`src/rtl/life_pkg.sv`:
```
// Package: shared types and symbol/direction helpers for the life grid.
// Assumes an 8-bit symbol alphabet where digits are instructions and
// ASCII letters are cell labels.
package life_pkg;

    localparam int NDIR = 8;
    typedef logic [2:0] dir_t;

    // Classify a symbol as an instruction digit.
    function automatic logic is_digit(input logic [7:0] s);
        return (s >= 8'h30) && (s <= 8'h39);
    endfunction

    // Classify a symbol as a cell label letter.
    function automatic logic is_label(input logic [7:0] s);
        return ((s >= 8'h61) && (s <= 8'h7A)) || ((s >= 8'h41) && (s <= 8'h5A));
    endfunction

    // Map a label letter to a cell index (lower case first).
    function automatic int label_index(input logic [7:0] s);
        if (s >= 8'h61) return int'(s) - 97;
        return int'(s) - 65 + 26;
    endfunction

    // Row offset of direction d (0=N, clockwise through NW).
    function automatic int dir_dr(input int d);
        case (d)
            0, 1, 7: return -1;
            3, 4, 5: return 1;
            default: return 0;
        endcase
    endfunction

    // Column offset of direction d.
    function automatic int dir_dc(input int d);
        case (d)
            1, 2, 3: return 1;
            5, 6, 7: return -1;
            default: return 0;
        endcase
    endfunction

endpackage

```
`src/rtl/life_seq.sv`:
```
// Sequencer: tracks the instruction sequence of either dialect and issues
// count, load, compute and clear strobes shared by every cell.
// Assumes one symbol per valid cycle; labels and wrong digits abort.
module life_seq
    import life_pkg::*;
(
    input  logic       clk,
    input  logic       rst_n,
    input  logic       sym_valid,
    input  logic [7:0] sym,
    input  logic       mode_alt,
    output logic       alt_q,
    output logic       count_en,
    output dir_t       dir,
    output logic       load_snap,
    output logic       compute,
    output logic       clear
);
    localparam int LAST_STD = NDIR;
    localparam int LAST_ALT = NDIR + 1;
    localparam int PH_W     = $clog2(LAST_ALT + 1);

    logic [PH_W-1:0] phase;
    logic [7:0]      exp_sym;
    logic            mode_chg, hit, miss, counting, at_last;

    // Decode what the current phase expects and classify this symbol.
    always_comb begin
        mode_chg = (mode_alt != alt_q);
        if (!alt_q) begin
            exp_sym  = (32'(phase) == LAST_STD) ? 8'h30 : 8'h31;
            counting = 32'(phase) < NDIR;
            at_last  = 32'(phase) == LAST_STD;
            dir      = 3'(phase);
        end else begin
            exp_sym  = (phase == '0 || 32'(phase) == LAST_ALT) ? 8'h30 : (8'h30 + 8'(phase));
            counting = (phase != '0) && (32'(phase) <= NDIR);
            at_last  = 32'(phase) == LAST_ALT;
            dir      = 3'(phase - PH_W'(1));
        end
        hit       = sym_valid && is_digit(sym) && (sym == exp_sym) && !mode_chg;
        miss      = mode_chg || (sym_valid && (is_label(sym) || (is_digit(sym) && sym != exp_sym)));
        count_en  = hit && counting;
        compute   = hit && at_last;
        load_snap = hit && alt_q && (phase == '0);
        clear     = miss || compute;
    end

    // Advance, wrap or abort the phase counter.
    always_ff @(posedge clk) begin
        if (!rst_n)          phase <= '0;
        else if (miss)       phase <= '0;
        else if (hit)        phase <= at_last ? '0 : phase + PH_W'(1);
    end

    // Register the selected dialect so a change is seen as an abort.
    always_ff @(posedge clk) begin
        if (!rst_n) alt_q <= 1'b0;
        else        alt_q <= mode_alt;
    end
endmodule

```
`src/rtl/life_cell.sv`:
```
// One grid cell: a serial neighbour counter with early kill, and the
// live flag updated by labels and by the compute strobe.
// Assumes at most one neighbour bit is offered per counting cycle.
module life_cell #(
    parameter int KILL_AT = 4
) (
    input  logic clk,
    input  logic rst_n,
    input  logic set_live,
    input  logic count_en,
    input  logic nb_live,
    input  logic self_ref,
    input  logic compute,
    input  logic clear,
    output logic alive
);
    localparam int CNT_W = $clog2(KILL_AT);
    localparam int BIRTH = 3;
    localparam int KEEP  = 2;

    logic [CNT_W-1:0] cnt;
    logic             killed;
    logic             next_alive;

    // Apply the life rules to the accumulated count.
    always_comb begin
        next_alive = !killed &&
                     ((cnt == CNT_W'(BIRTH)) || ((cnt == CNT_W'(KEEP)) && self_ref));
    end

    // Count live neighbours; the KILL_AT-th one latches the kill flag.
    always_ff @(posedge clk) begin
        if (!rst_n || clear) begin
            cnt    <= '0;
            killed <= 1'b0;
        end else if (count_en && nb_live && !killed) begin
            if (32'(cnt) == KILL_AT - 1) killed <= 1'b1;
            else                         cnt    <= cnt + CNT_W'(1);
        end
    end

    // Hold the live flag; labels seed, compute commits.
    always_ff @(posedge clk) begin
        if (!rst_n)        alive <= 1'b0;
        else if (set_live) alive <= 1'b1;
        else if (compute)  alive <= next_alive;
    end
endmodule

```
`src/rtl/life_grid.sv`:
```
// Top: ROWS x COLS life grid driven by a symbol stream. Wires each cell to
// its eight neighbours (dead beyond the edge), decodes labels, keeps the
// shadow copy for the alternate dialect and raises the generation strobe.
module life_grid
    import life_pkg::*;
#(
    parameter int ROWS = 6,
    parameter int COLS = 6
) (
    input  logic                 clk,
    input  logic                 rst_n,
    input  logic                 sym_valid,
    input  logic [7:0]           sym,
    input  logic                 mode_alt,
    output logic [ROWS*COLS-1:0] state,
    output logic                 gen_done
);
    localparam int CELLS = ROWS * COLS;

    logic             alt_q, count_en, load_snap, compute, clear, lbl_ok;
    dir_t             dir;
    int               lbl_idx;
    logic [CELLS-1:0] snap, ref_v;

    life_seq u_seq (
        .clk(clk), .rst_n(rst_n), .sym_valid(sym_valid), .sym(sym),
        .mode_alt(mode_alt), .alt_q(alt_q), .count_en(count_en), .dir(dir),
        .load_snap(load_snap), .compute(compute), .clear(clear)
    );

    // Decode a label that names an existing cell.
    always_comb begin
        lbl_idx = label_index(sym);
        lbl_ok  = sym_valid && is_label(sym) && (lbl_idx < CELLS);
        ref_v   = alt_q ? snap : state;
    end

    // Shadow copy taken by the leading symbol of the alternate dialect.
    always_ff @(posedge clk) begin
        if (!rst_n)         snap <= '0;
        else if (load_snap) snap <= state;
    end

    // Generation strobe, aligned with the commit edge.
    always_ff @(posedge clk) begin
        if (!rst_n) gen_done <= 1'b0;
        else        gen_done <= compute;
    end

    for (genvar r = 0; r < ROWS; r++) begin : g_row
        for (genvar c = 0; c < COLS; c++) begin : g_col
            localparam int IDX = r * COLS + c;
            logic [NDIR-1:0] nb_w;
            for (genvar d = 0; d < NDIR; d++) begin : g_dir
                localparam int SR = r - dir_dr(d);
                localparam int SC = c - dir_dc(d);
                if (SR >= 0 && SR < ROWS && SC >= 0 && SC < COLS) begin : g_in
                    assign nb_w[d] = ref_v[SR * COLS + SC];
                end else begin : g_edge
                    assign nb_w[d] = 1'b0;
                end
            end
            life_cell #(.KILL_AT(4)) u_cell (
                .clk(clk), .rst_n(rst_n),
                .set_live(lbl_ok && (lbl_idx == IDX)),
                .count_en(count_en), .nb_live(nb_w[dir]),
                .self_ref(ref_v[IDX]), .compute(compute), .clear(clear),
                .alive(state[IDX])
            );
        end
    end
endmodule

```
`config.mk`:
```
export PLATFORM = sky130hd
export DESIGN_NAME = life_grid
export DESIGN_NICKNAME = d
export VERILOG_FILES = /design/src/rtl/life_pkg.sv /design/src/rtl/life_seq.sv /design/src/rtl/life_cell.sv /design/src/rtl/life_grid.sv
export SDC_FILE = /design/constraint.sdc
export NUM_CORES = 1
export LEC_CHECK = 0
export ABC_AREA = 1
export BUFFER_PORTS_ARGS = -buffer_cell sky130_fd_sc_hd__buf_4
export CORE_MARGIN = 1.5
export CORE_UTILIZATION = 30
export CTS_CLUSTER_DIAMETER = 50
export DETAILED_ROUTE_END_ITERATION = 8
export SLEW_MARGIN = 20
export SYNTH_ARGS = -nofsm -noshare
export SYNTH_HDL_FRONTEND = slang
export SYNTH_SLANG_ARGS = --single-unit
```
`constraint.sdc`:
```
create_clock -name clk -period 2.9 [get_ports clk]
set_input_delay 0.145 -clock clk [delete_from_list [all_inputs] [get_ports clk]]
set_output_delay 0.145 -clock clk [all_outputs]
set_load 0.1 [all_outputs]
```
Word level (Yosys, flattened, before mapping)
Index checks and enable logic that the tools add are counted.
Widths: inputs -> output; s select.
{ "classes": {"n_addsub": 42, "order_cmp": 10, "eq_ne": 112, "mux": 155, "n_bitwise": 37, "reduce_logical": 387} }
{ "ops": {"columns": ["operator", "count"], "rows": [
  ["$eq 32x6->1 const B", 16],
  ["$eq 32x5->1 const B", 8],
  ["$logic_and 1x1->1", 195],
  ["$eq 2x2->1 const B", 72],
  ["$reduce_and 2->1", 72],
  ["$eq 32x4->1 const B", 4],
  ["$eq 32x7->1 const B", 4],
  ["$mux 1", 112],
  ["$bmux 1 s3", 36],
  ["$add 2x1->2 const B", 36],
  ["$reduce_bool 2->1", 36],
  ["$eq 32x3->1 const B", 2],
  ["$mux 32", 2],
  ["$logic_or 1x1->1", 42],
  ["$logic_not 1->1", 38],
  ["$not 1->1", 37],
  ["$mux 36", 1],
  ["$eq 32x2->1 const B", 1],
  ["$logic_not 32->1", 1],
  ["$lt 32x7->1 const B", 1],
  ["$sub 8x7->9 const B", 2],
  ["$ge 8x7->1 const B", 2],
  ["$le 8x7->1 const B", 2],
  ["$mux 8", 2],
  ["18 further kinds", 19]
]} }
{ "totals": {"register_bits": 186, "input_bits": 12, "out_inout_bits": 37, "elab_cells": 855} }

Depth between registers and ports, before layout
Gate-level depths: netlist of the first run.
{ "logic_depth": {"ltp_word": 11, "mapped_depth": 16, "ltp_nobuf": 15} }

Cells and area by module
A second synthesis of the first run with hierarchy kept.
{ "unflattened": {"cells_unflattened": 1898, "area_unflattened_um2": 12154.2} }
{ "by_module_without_submodules": {"columns": ["mod", "instances", "cells_each", "area_each_um2", "seq_area_each_um2"], "rows": [
  ["life_cell", 36, 30, 209.0, 80.1],
  ["life_grid", 1, 695, 3903.7, 740.7],
  ["life_seq", 1, 123, 728.2, 100.1]
]} }

Least setup slack after synthesis of the first run
No wires, ideal clock.
{ "synth_path": {"kind": "register to register", "from": "register u_seq.phase[0]", "to": "register u_seq.phase[1]", "setup_time_ns": 0.117, "t_arrival_ns": 2.168, "required_ns": 2.783, "path_slack_ns": 0.614, "stages_incl_launch_ff": 15, "n_path_buf": 2, "period_less_slack_ns": 2.286, "cell_sequence": "dfxtp_1 > inv_1 > ha_1 > nand3_1 > nand2_1 > nor3_1 > xor2_1 > nor2_1 > nand3_2 > nor2_4 > nor2_2 > inv_2 > buf_2 > buf_2 > nor2_1"} }
{ "synth_between": {"elab_chain_cells": 10, "word_cells_on_any_way": 20, "cone_classes": "add/sub (2); eq/ne (4); mux (5); reduce/logical (9)"} }
{ "synth_rtl": {"columns": ["item", "line_no", "rtl"], "rows": [
  ["start, declared", "life_seq.sv:23", "logic [PH_W-1:0] phase;"],
  ["start signal, assigned", "life_seq.sv:53", "else if (hit) phase <= at_last ? '0 : phase + PH_W'(1);"],
  ["branches (longest 10 deep; another with $add 6x4->7)", null, null]
]} }
Several ways; the timed one is not identified.
A chain may end at the register's enable or synchronous reset.

Worst setup path after layout of the first run
{ "layout_path": {"from": "register u_seq.alt_q", "to": "register g_row[1].g_col[4].u_cell.cnt[0]"} }
{ "layout_between": {"elab_chain_cells": 8, "word_cells_on_any_way": 24, "cone_classes": "eq/ne (3); mux (7); reduce/logical (14)"} }
{ "layout_rtl": {"columns": ["item", "line_no", "rtl"], "rows": [
  ["start, declared", "life_seq.sv:12", "output logic alt_q,"],
  ["start signal, assigned", "life_seq.sv:59", "else alt_q <= mode_alt;"],
  ["$mux 8", "life_seq.sv:30", "if (!alt_q) begin"],
  ["$eq 8x8->1 or $ne 8x8->1 (tied branches)", "life_seq.sv:41, life_seq.sv:42", null],
  ["$logic_and 1x1->1, on equally long branches", "life_seq.sv:41, life_seq.sv:42", null],
  ["$logic_and 1x1->1 or $logic_or 1x1->1 (tied branches)", "life_seq.sv:41, life_seq.sv:42", null],
  ["$logic_and 1x1->1, on equally long branches", "life_seq.sv:43, life_seq.sv:42", null],
  ["$logic_and 1x1->1 or $logic_or 1x1->1 (tied branches)", "life_cell.sv:36, life_seq.sv:42", null],
  ["$logic_and 1x1->1 or $logic_or 1x1->1 (tied branches)", "life_cell.sv:36, life_seq.sv:46", null],
  ["$reduce_and 2->1 (no line) or $logic_or 1x1->1 (tied branches)", null, null],
  ["end signal, assigned", "life_cell.sv:38", "else cnt <= cnt + CNT_W'(1);"],
  ["end, declared", "life_cell.sv:21", "logic [CNT_W-1:0] cnt;"]
]} }
Parallel ways exist; a longest one is shown, timed or not. The select of a mux whose other input is x is not followed.

==> out/results.txt, run 1 <==
Crit path launch type - register
Mean post-synth cell area - 6.53 sq um
WP data required - 3.27 ns
Site Rows - 73
Net Sw Frac - 28.2%
WL final - 37300 um
Number of flops mapped to enable cells by yosys - 0
Ys async rst share - 0%
Crit-path cells - inv_1, buf_4, o21ai_0, or2_2, nand3_1, a21oi_1, a21o_1, nor2_2, nand2_1, nand2_1, nand2_1, nor2_1
Synth Warn # - 0
Number of synthesized register bits - 186
Setup Viol. Count Final - 0
Syn Nets - 1934
Slew @ Worst Pin - 0.801 ns
Sequential-to-total area share from yosys stat - 31.0%
Drt drc - 0
Relative slew slack - 46.0%
Slew Viols, Final - 0
Share of cells above drive strength 1 - 10.9%
Diodes inserted - 0
GPL Wtd Cong - 0.927
H-tree depth - 4
Initial Utilization - 30.3%
Clk pwr share - 41.8%
Register-to-Register Setup Slack - 0.22 ns
Drt initial violations - 1015
Die H - 203 um
Grt total ovfl - 0
Die W - 203 um
Fmax - 373 MHz
CTS Root Cell - clkbuf_16
VDD IR-drop max - 0.332 mV
Synth Flop Type - dfxtp_1
Switching pwr - 1.54 mW
Largest net degree at the start of global routing - 56
Routed vias - 12200
Area share of the largest cell type after synthesis - 31.0%
Drt pass-1 iters - 6
Hold Path Origin - rst_n
Die ar. - 0.0413 sq mm
Seq pwr share - 46.8%
Buffers added on ports - 48
Worst path top cell family by delay - simple AND/OR/NAND/NOR gates
Most frequent CP cell - nand2_1
Overall routing resource usage - 18.0%
Clock Tree Buf Depth - 2
Clk Latency, worst-skew pair - 0.45 ns
CTS tree - done
Dpl hpwl - 27300 um
Initial antenna violation count - 0
Hold/Removal Path Class - input pin to register
Clock slew at reported path FFs - 0.07 ns
Wire per inst - 15.8 um
Area leader, netlist - dfxtp_1
Final Hold Vio Count - 0
Int Power - 3.92 mW
Fin crit share - 92.3%
WP buf/inv - 2
Crit path DAT - 3.05 ns
CTS buffer count - 17
Post-Syn Area - 0.0120 sq mm
Distinct cells, synth - 44
First-pass GRT wire length - 59100 um
Worst hold margin - 0.174 ns
RR Startpoint - u_seq.alt_q
Worst Path Max Fanout - 11
Leak - 5.32 nW
Nets - 1915
Layout Area Growth over Synthesis - 10.7%
Routed Antenna Nets - 0
Slowest stage delay, CP - 0.41 ns
Max Cap Violations - 0
Setup CP Type - register to register
P per Cell Area - 410 mW/mm^2
Crit path from - u_seq.alt_q
Outcome - finished, final reports clean
Number of global-route vias before repair - 11200
Core Region - 0.0396 sq mm
Via/cell ratio - 5.15
Fin crit period - 2.68 ns
I/O Pins - 49
Slowest CP cell - or2_2
Post-route clock skew - 0.0119 ns
Comb pwr share - 11.4%
CTS Sinks - 186
Synth top area cells - dfxtp_1 31%, nand2_1 11%, nor2_1 10%
TNS Setup - 0 ns
RSZ-0062 raised after global routing - no
Cells after synthesis - 1843
Worst setup EP type - register
==> state kept, by name (all words and copies together), names as in the netlist <==
signal                     cells
u_seq.phase                    4
g_row.g_col.u_cell.alive      36
g_row.g_col.u_cell.cnt        72
snap                          36
u_seq.alt_q                    1
g_row.g_col.u_cell.killed     36
gen_done                       1
==> tightest hold or removal path, delay by kind of cell <==
family | cells | cell delay (ns)
buf+inv | 2 | 0.29
simple gates | 1 | 0.13
==> power by group through the flow <==
stage               sequential (mW)  combinational [mW]  clock, mW
floorplan                      2.61               0.418          0
global placement               2.61               0.609          0
detailed placement             2.61               0.608          0
CTS                            2.55               0.611       2.32
global route                   2.55               0.678       2.41
finish                         2.55               0.622       2.28
==> cell usage in the layout, fill, tap and decap left out, types with 8 or more instances in the layout <==
cell type  Yosys  layout
a21oi_1      163     163
a31oi_1       23      22
buf_4         39      77
clkbuf_16      0      17
dfxtp_1      186     185
ha_1          79      79
inv_1        110     110
mux2i_1        8       8
nand2_1      349     348
nand3_1      166     166
nand4_1       13      13
nor2_1       328     328
nor2_2        25      24
nor3_1        47      47
o21ai_0      111     110
o21bai_1      12      12
or2_2         44      44
xor2_1         8       8
==> cell usage after synthesis, types with 2 or more instances <==
library cell    n
nor2_4          2
o21bai_1       12
buf_4          39
inv_1         110
nand2_1       349
ha_1           79
nor2_1        328
nand3_1       166
o21ai_1         7
nor2_2         25
dfxtp_1       186
or2_2          44
nand3_2         3
a21o_1          3
buf_1           7
xor2_1          8
a21oi_1       163
a21boi_0        7
inv_2           5
a32oi_1         3
mux2i_1         8
o31ai_1         2
o21ai_2         2
nand4_1        13
o21ai_0       111
o21a_1          2
nor3_1         47
a31oi_1        23
clkbuf_1       36
and3_1          2
buf_2          37
a211oi_1        2
==> final cells by class <==
type / count / area (sq um)
Sequential cell: 186 / 3720
Fill cell: 4313 / 26300
Inverter: 116 / 442
Tap cell: 525 / 657
Multi-Input combinational cell: 1420 / 7250
Timing Repair Buffer: 83 / 688
Clock buffer: 18 / 429
Clock inverter: 13 / 121
==> path summary, 6_finish.rpt <==
path | depth (start not counted) | end
max | 12 | g_row[1].g_col[4].u_cell.cnt[0]
min | 3 | u_seq.alt_q
max reg2reg | 12 | g_row[1].g_col[4].u_cell.cnt[0]
min reg2reg | 2 | g_row[0].g_col[5].u_cell.killed
==> routing by layer <==
layer,vias up,wire length [um],track usage (%)
li1,5996,-,-
met1,5661,16800,23.9
met2,432,16800,28.4
met3,65,2710,3.60
met4,0,1100,7.41
met5,-,0,0
==> kinds of logic (layout without fill, tap and decap cells) <==
| kind of cell | Yosys count | in the layout | synth area share, % |
|---|---|---|---|
| AND/OR/NAND/NOR | 984 | 984 | 35.3 |
| adder cells (fa/ha/maj) | 79 | 79 | 8.22 |
| multiplexers | 8 | 8 | 0.666 |
| XOR/XNOR | 8 | 8 | 0.583 |
| flip-flops | 186 | 186 | 31.0 |
| buffers and inverters | 237 | 230 | 9.07 |
| AO/OA/AOI/OAI | 341 | 341 | 15.3 |
==> what timing repair did <==
item                       4_1_cts  5_1_grt
setup buffers                    0        0
hold buffers                     1        0
hold endpoints to repair         1        0
resized for setup                0        5
setup endpoints to repair        0        4
==> stage by stage <==
stage          worst slack [ns]  area (sq um)  std cells  total power [mW]  util, %
4_1_cts                   0.166         13300       2361              5.49     33.6
3_3_place_gp              0.193         12700       2329              3.22     32.1
2_1_floorplan             0.614         12000       1843              3.03        -
6_report                  0.222         13300       2361              5.46     33.6
5_1_grt                 0.00484         13300       2361              5.65     33.6
3_5_place_dp              0.167         12700       2329              3.22     32.1
Note: power is estimated with default switching activity, not from simulation.
==> run 2: changes to the inputs <==
==> constraint.sdc (replaced) <==
create_clock -name clk -period 2.73 [get_ports clk]
set_input_delay 0.1365 -clock clk [delete_from_list [all_inputs] [get_ports clk]]
set_output_delay 0.1365 -clock clk [all_outputs]
set_load 0.1 [all_outputs]
==> run 2 against run 1 <==
  * Clock power grew 18%
  * Final cell count increased by 0.34%
  * First-iteration DRC count grew 4.5%
  * Hold slack got worse by 0.057 ns
  * Power increased by 11%
  * Fmax is 5.4% higher
  * Sequential share of layout area shrank 0.42 points
  * Sequential power rose by 7%
  * Critical path depth shrank 1
  * Global-route usage hardly changed
  * Clock skew is essentially flat
  * Routed wire length shrank 1.4%
  * Critical path type unchanged
  * Critical endpoint is now g_row[2].g_col[0].u_cell.cnt[0]
  * Highest routed layer unchanged
==> out/results.txt, run 2 (synthesized netlist as in run 1, its figures left out) <==
I/O Pins - 49 (unchanged)
Critical path depth - 11 (-1)
Core Region - 0.0396 sq mm (unchanged)
Number of global-route vias before repair - 11200 (-0.27%)
Post-place setup slack - 0.0955 ns (-0.0715 ns)
WP buf/inv - 2 (unchanged)
Crit path from - u_seq.alt_q
Fin crit period - 2.54 ns (-0.138 ns)
Outcome - finished, final reports clean
Commonest cells after routing, fill and taps aside - 349 x nand2_1, 325 x nor2_1, 185 x dfxtp_1
Fin crit share - 93.0% (+0.70 points)
Dpl hpwl - 27000 um (-0.84%)
Clock slew at reported path FFs - 0.08 ns (about the same)
CTS Sinks - 186 (unchanged)
Post-route clock skew - 0.0121 ns (+0.000286 ns)
Site Rows - 73 (unchanged)
RSZ-0062 raised after global routing - no
Slew @ Worst Pin - 0.785 ns (-0.0169 ns)
Non-Filler Instances - 2369 (+0.34%)
Slowest stage delay, CP - 0.63 ns (+0.22 ns)
Overall routing resource usage - 18.0% (+0.044 points)
Routed vias - 12100 (-0.46%)
Crit-path cells - inv_1, buf_12, o21ai_0, nor2_1, or2_2, a31oi_1, nor2_2, nand2_1, nand2_1, nand2_1, nor2_1
Worst reg2reg path depth - 11 (-1)
Buffers inserted by post-CTS timing repair - 0 (unchanged)
Slowest CP cell - o21ai_0
Setup CP Type - register to register
Most frequent CP cell - nand2_1
WL final - 36800 um (-1.4%)
Clock Tree Buf Depth - 2 (unchanged)
Cells after DPL - 2337 (+0.34%)
Final Hold Vio Count - 0 (unchanged)
Biggest register - g_row.g_col.u_cell.cnt
Drt drc - 0 (unchanged)
Slew Viols, Final - 0 (unchanged)
P per Cell Area - 448 mW/mm^2 (+9.4%)
GPL Wtd Cong - 0.955 (+3.1%)
Die ar. - 0.0413 sq mm (unchanged)
GR met1 Demand/Resource - 24.2% (+0.30 points)
Wire per inst - 15.5 um (-1.7%)
Worst setup EP type - register
RR Startpoint - u_seq.alt_q
Relative slew slack - 47.1% (+1.1 points)
Drt pass-1 iters - 6 (unchanged)
Met2 Usage GRT - 29.4% (+1.0 points)
Most common cell after layout, fill and taps aside - nand2_1
Initial Utilization - 30.3% (unchanged)
TNS Setup - 0 ns (unchanged)
Die W - 203 um (unchanged)
Gr busiest metal - met2
Layout Area Growth over Synthesis - 12.3%
Post-route setup slack - 0.190 ns (-0.0322 ns)
Crit path to - g_row[2].g_col[0].u_cell.cnt[0]
Share of cells above drive strength 1 - 11.5% (+0.55 points)
Flip-flop count of the largest register after layout - 72 (unchanged)
Drt initial violations - 1061 (+4.5%)
Setup Viol. Count Final - 0 (unchanged)
CTS buffer count - 17 (unchanged)
CTS Root Cell - clkbuf_16
Via/cell ratio - 5.11 (-0.80%)
WP data required - 3.07 ns (-0.20 ns)
Largest net degree at the start of global routing - 56 (unchanged)
FF-to-FF End - g_row[2].g_col[0].u_cell.cnt[0]
H-tree depth - 4 (unchanged)
Buffers added on ports - 48 (unchanged)
Grt total ovfl - 0 (unchanged)
First-pass GRT wire length - 59200 um (+0.14%)
Register-to-Register Setup Slack - 0.19 ns (-0.03 ns)
Nets - 1923 (+0.42%)
Crit path launch type - register
Worst Path Max Fanout - 28 (+17)
Max Cap Violations - 0 (unchanged)
CTS tree - done
Met3 Use GR - 3.05% (-0.54 points)
Diodes inserted - 0 (unchanged)
Hold/Removal Path Class - input pin to register
Crit path DAT - 2.88 ns (-0.17 ns)
Worst path top cell family by delay - compound AO/OA/AOI/OAI gates
Clk Latency, worst-skew pair - 0.45 ns (about the same)
VDD IR-drop max - 0.377 mV (+13%)
Leak - 5.42 nW (+1.7%)
Routed Antenna Nets - 0 (unchanged)
Initial antenna violation count - 0 (unchanged)
Fmax - 394 MHz (+5.4%)
Die H - 203 um (unchanged)
==> run 2: per-layer routing <==
layer  share of wire (%)  up-vias
met1                  46     5632
li1                    -     6017
met5                   0        -
met3                 6.8       52
met2                  45      397
met4                 1.9        0
==> run 2: final cells by class <==
class	instances	area [sq um]
timing repair buffer	91	815
tap	525	657
fill	4297	26100
inverter	116	439
sequential	186	3720
clock buffer	20	467
clock inverter	11	158
multi-input combinational	1420	7250
==> run 2: power breakdown <==
| part | internal (mW) | leakage [nW] | switching [mW] |
|---|---|---|---|
| combinational | 0.200 | 3.62 | 0.460 |
| clock | 1.53 | 0.300 | 1.16 |
| sequential | 2.71 | 1.50 | 0.00301 |
==> run 2: metrics by stage <==
step           cell area (sq um)  hold slack [ns]  util [%]  power [mW]
6_report                   13500            0.117      34.1        6.06
5_1_grt                    13500            0.153      34.1        6.30
2_1_floorplan              12000            0.230         -        3.22
3_3_place_gp               12900            0.337      32.4        3.43
3_5_place_dp               12900            0.340      32.4        3.43
4_1_cts                    13500            0.109      34.0        6.10
==> run 2: how the worst min path moves through the flow <==
stage,start,endpoint,cells past startpoint
6_report,rst_n,u_seq.alt_q,3
2_1_floorplan,mode_alt,u_seq.alt_q,2
3_3_place_gp,mode_alt,u_seq.alt_q,3
4_1_cts,rst_n,u_seq.alt_q,3
5_1_grt,rst_n,u_seq.alt_q,3
3_5_place_dp,mode_alt,u_seq.alt_q,3
==> run 2: worst register-to-register path, stage by stage, from the launching register on <==
cell	delay, ns
dfxtp_2	0.45
inv_1	0.12
buf_12	0.19
o21ai_0	0.64
nor2_1	0.15
or2_2	0.33
a31oi_1	0.22
nor2_2	0.10
nand2_1	0.09
nand2_1	0.05
nand2_1	0.06
nor2_1	0.03
==> run 2: timing repair <==
action,4_1_cts,5_1_grt
endpoints found under the setup margin,0,11
hold endpoints to repair,1,0
resized for setup,0,5
hold buffers,1,0
==> run 3: changes to the inputs <==
==> constraint.sdc (replaced) <==
create_clock -name clk -period 2.76 [get_ports clk]
set_input_delay 0.138 -clock clk [delete_from_list [all_inputs] [get_ports clk]]
set_output_delay 0.138 -clock clk [all_outputs]
set_load 0.1 [all_outputs]
==> run 3 against run 2 <==
  * Die area unchanged
  * Power down 5.5%
  * Largest cell class unchanged
  * Final cell count up 0.17%
==> out/results.txt, run 3 (synthesized netlist as in run 1, its figures left out) <==
P per Cell Area - 426 mW/mm^2 (-5.1%)
Sequential cell area - 0.00372 sq mm (unchanged)
Clk Latency, worst-skew pair - 0.44 ns (about the same)
Core Region - 0.0396 sq mm (unchanged)
CTS buffer count - 17 (unchanged)
Drt initial violations - 1027 (-3.2%)
Slowest CP cell - dfxtp_2
Share of cells above drive strength 1 - 12.1% (+0.57 points)
Post-route setup slack - 0.173 ns (-0.0167 ns)
Fin crit share - 93.7% (+0.68 points)
First-pass GRT wire length - 57500 um (-2.8%)
Die ar. - 0.0413 sq mm (unchanged)
Setup CP Type - register to register
Commonest cells after routing, fill and taps aside - 349 x nand2_1, 318 x nor2_1, 185 x dfxtp_1
Worst setup EP type - register
Max Cap Violations - 0 (unchanged)
Worst path top cell family by delay - simple AND/OR/NAND/NOR gates
Seq pwr share - 46.9% (+2.1 points)
Clk pwr share - 41.7% (-2.6 points)
Slew Viols, Final - 0 (unchanged)
Largest net degree at the start of global routing - 56 (unchanged)
Critical path depth - 13 (+2)
WL final - 36300 um (-1.4%)
Worst Path Max Fanout - 11 (-61%)
VDD IR-drop max - 0.431 mV (+14%)
Post-route clock skew - 0.0141 ns (+0.00198 ns)
Nets - 1926 (+0.16%)
Most common cell after layout, fill and taps aside - nand2_1
Hold/Removal Path Class - input pin to register
Drt pass-1 iters - 5 (-1)
Leak - 5.39 nW (-0.50%)
H-tree depth - 4 (unchanged)
I/O Pins - 49 (unchanged)
Clock Tree Buf Depth - 2 (unchanged)
Wire per inst - 15.3 um (-1.5%)
Die H - 203 um (unchanged)
Fmax - 387 MHz (-1.8%)
Dpl hpwl - 27000 um (about the same)
Post-place setup slack - 0.0443 ns (-0.0512 ns)
Overall routing resource usage - 17.5% (-0.49 points)
Initial antenna violation count - 0 (unchanged)
Layout Area Growth over Synthesis - 11.9%
Crit path launch type - register
WP buf/inv - 3 (+1)
Crit-path cells - inv_1, buf_4, or2_2, o21ai_0, inv_1, nand2_1, nand3_1, a21oi_1, nor2_2, nand2_1, nand2_1, nand2_1, nor2_1
Drt drc - 0 (unchanged)
Routed vias - 12100 (+0.11%)
Slowest stage delay, CP - 0.46 ns (-0.17 ns)
Clock slew at reported path FFs - 0.08 ns (about the same)
Outcome - finished, final reports clean
Buffers added on ports - 48 (unchanged)
Int Power - 4.06 mW (-8.4%)
WP data required - 3.11 ns (+0.04 ns)
Worst reg2reg path depth - 13 (+2)
Via/cell ratio - 5.10 (about the same)
Grt total ovfl - 0 (unchanged)
Die W - 203 um (unchanged)
RSZ-0062 raised after global routing - yes
Relative slew slack - 56.1% (+9.0 points)
Number of global-route vias before repair - 10900 (-3.0%)
Slew @ Worst Pin - 0.651 ns (-0.133 ns)
Flip-flop count of the largest register after layout - 72 (unchanged)
Area of the multi-input gates - 0.00728 sq mm (+0.45%)
Most frequent CP cell - nand2_1
Fin crit period - 2.59 ns (+0.0467 ns)
Final Hold Vio Count - 0 (unchanged)
Fin util - 33.9% (-0.14 points)
GPL Wtd Cong - 0.895 (-6.3%)
Site Rows - 73 (unchanged)
Comb pwr share - 11.4% (+0.5 points)
Setup Viol. Count Final - 0 (unchanged)
Biggest register - g_row.g_col.u_cell.cnt
Routed Antenna Nets - 0 (unchanged)
Diodes inserted - 0 (unchanged)
CTS tree - done
CTS Sinks - 186 (unchanged)
Hold path depth - 3 (unchanged)
Net Sw Frac - 29.0% (+2.3 points)
CTS Root Cell - clkbuf_16
Switching pwr - 1.66 mW (+2.6%)
Initial Utilization - 30.3% (unchanged)
Filler Cell Count - 4308 (+0.26%)
Crit path DAT - 2.93 ns (+0.05 ns)
-- run 3: changes by cell type in the layout (fill, tap and decap cells not counted), sizes merged --
cell	previous run	this run
clkinv	2	7
inv	119	123
buf	90	93
bufinv	3	0
clkbuf	20	17
clkinvlp	3	1
-- run 3: path summary, 6_finish.rpt --
check                           slack, ns                               to                            start
worst max register to register       0.17  g_row[0].g_col[3].u_cell.cnt[0]                      u_seq.alt_q
worst min-delay path                 0.15                      u_seq.alt_q                            rst_n
worst max-delay path                 0.17  g_row[0].g_col[3].u_cell.cnt[0]                      u_seq.alt_q
worst min register to register       0.49  g_row[0].g_col[5].u_cell.killed  g_row[0].g_col[5].u_cell.killed
-- run 3: worst reg2reg max path, stage by stage (launching register included) --
cell     delay (ns)
dfxtp_2        0.46
inv_1          0.18
buf_4          0.23
or2_2          0.28
o21ai_0        0.20
inv_1          0.18
nand2_1        0.18
nand3_1        0.09
a21oi_1        0.30
nor2_2         0.14
nand2_1        0.10
nand2_1        0.05
nand2_1        0.06
nor2_1         0.03
-- run 3: final cells by class --
class | instances | share of cell area, %
multi-input combinational | 1420 | 54.1
sequential | 186 | 27.7
timing repair buffer | 94 | 5.93
tap | 525 | 4.88
inverter | 116 | 3.24
clock buffer | 17 | 3.16
clock inverter | 15 | 0.967
-- run 3: through the flow --
stage               setup TNS, ns  area (sq um)  hold WS, ns  instances  total power, mW
floorplan                       0         12000        0.231       1843             3.18
global placement                0         12800        0.338       2340             3.38
detailed placement              0         12800        0.349       2340             3.39
CTS                             0         13400        0.129       2373             5.76
global route              -0.0176         13500        0.146       2373             5.96
finish                          0         13500        0.155       2373             5.73
-- run 3: power by group through the flow --
stage	Clock, mW	Sequential (mW)	Combinational, mW
finish	2.39	2.69	0.655
global route	2.56	2.69	0.716
CTS	2.43	2.69	0.642
detailed placement	0	2.75	0.639
global placement	0	2.75	0.636
floorplan	0	2.75	0.439
-- run 3: layer usage --
layer  GRT usage (%)  part of all wire [%]
met1            23.7                    46
met2            27.6                    44
met3            3.32                   6.9
met4            6.56                   2.8
met5               0                     0
-- run 3: what timing repair did --
action                                 4_1_cts  5_1_grt
endpoints found under the hold margin        1        0
setup endpoints to repair                    0       44
buffers inserted                             0        0
gates resized for setup                      0       19
hold buffers                                 1        0
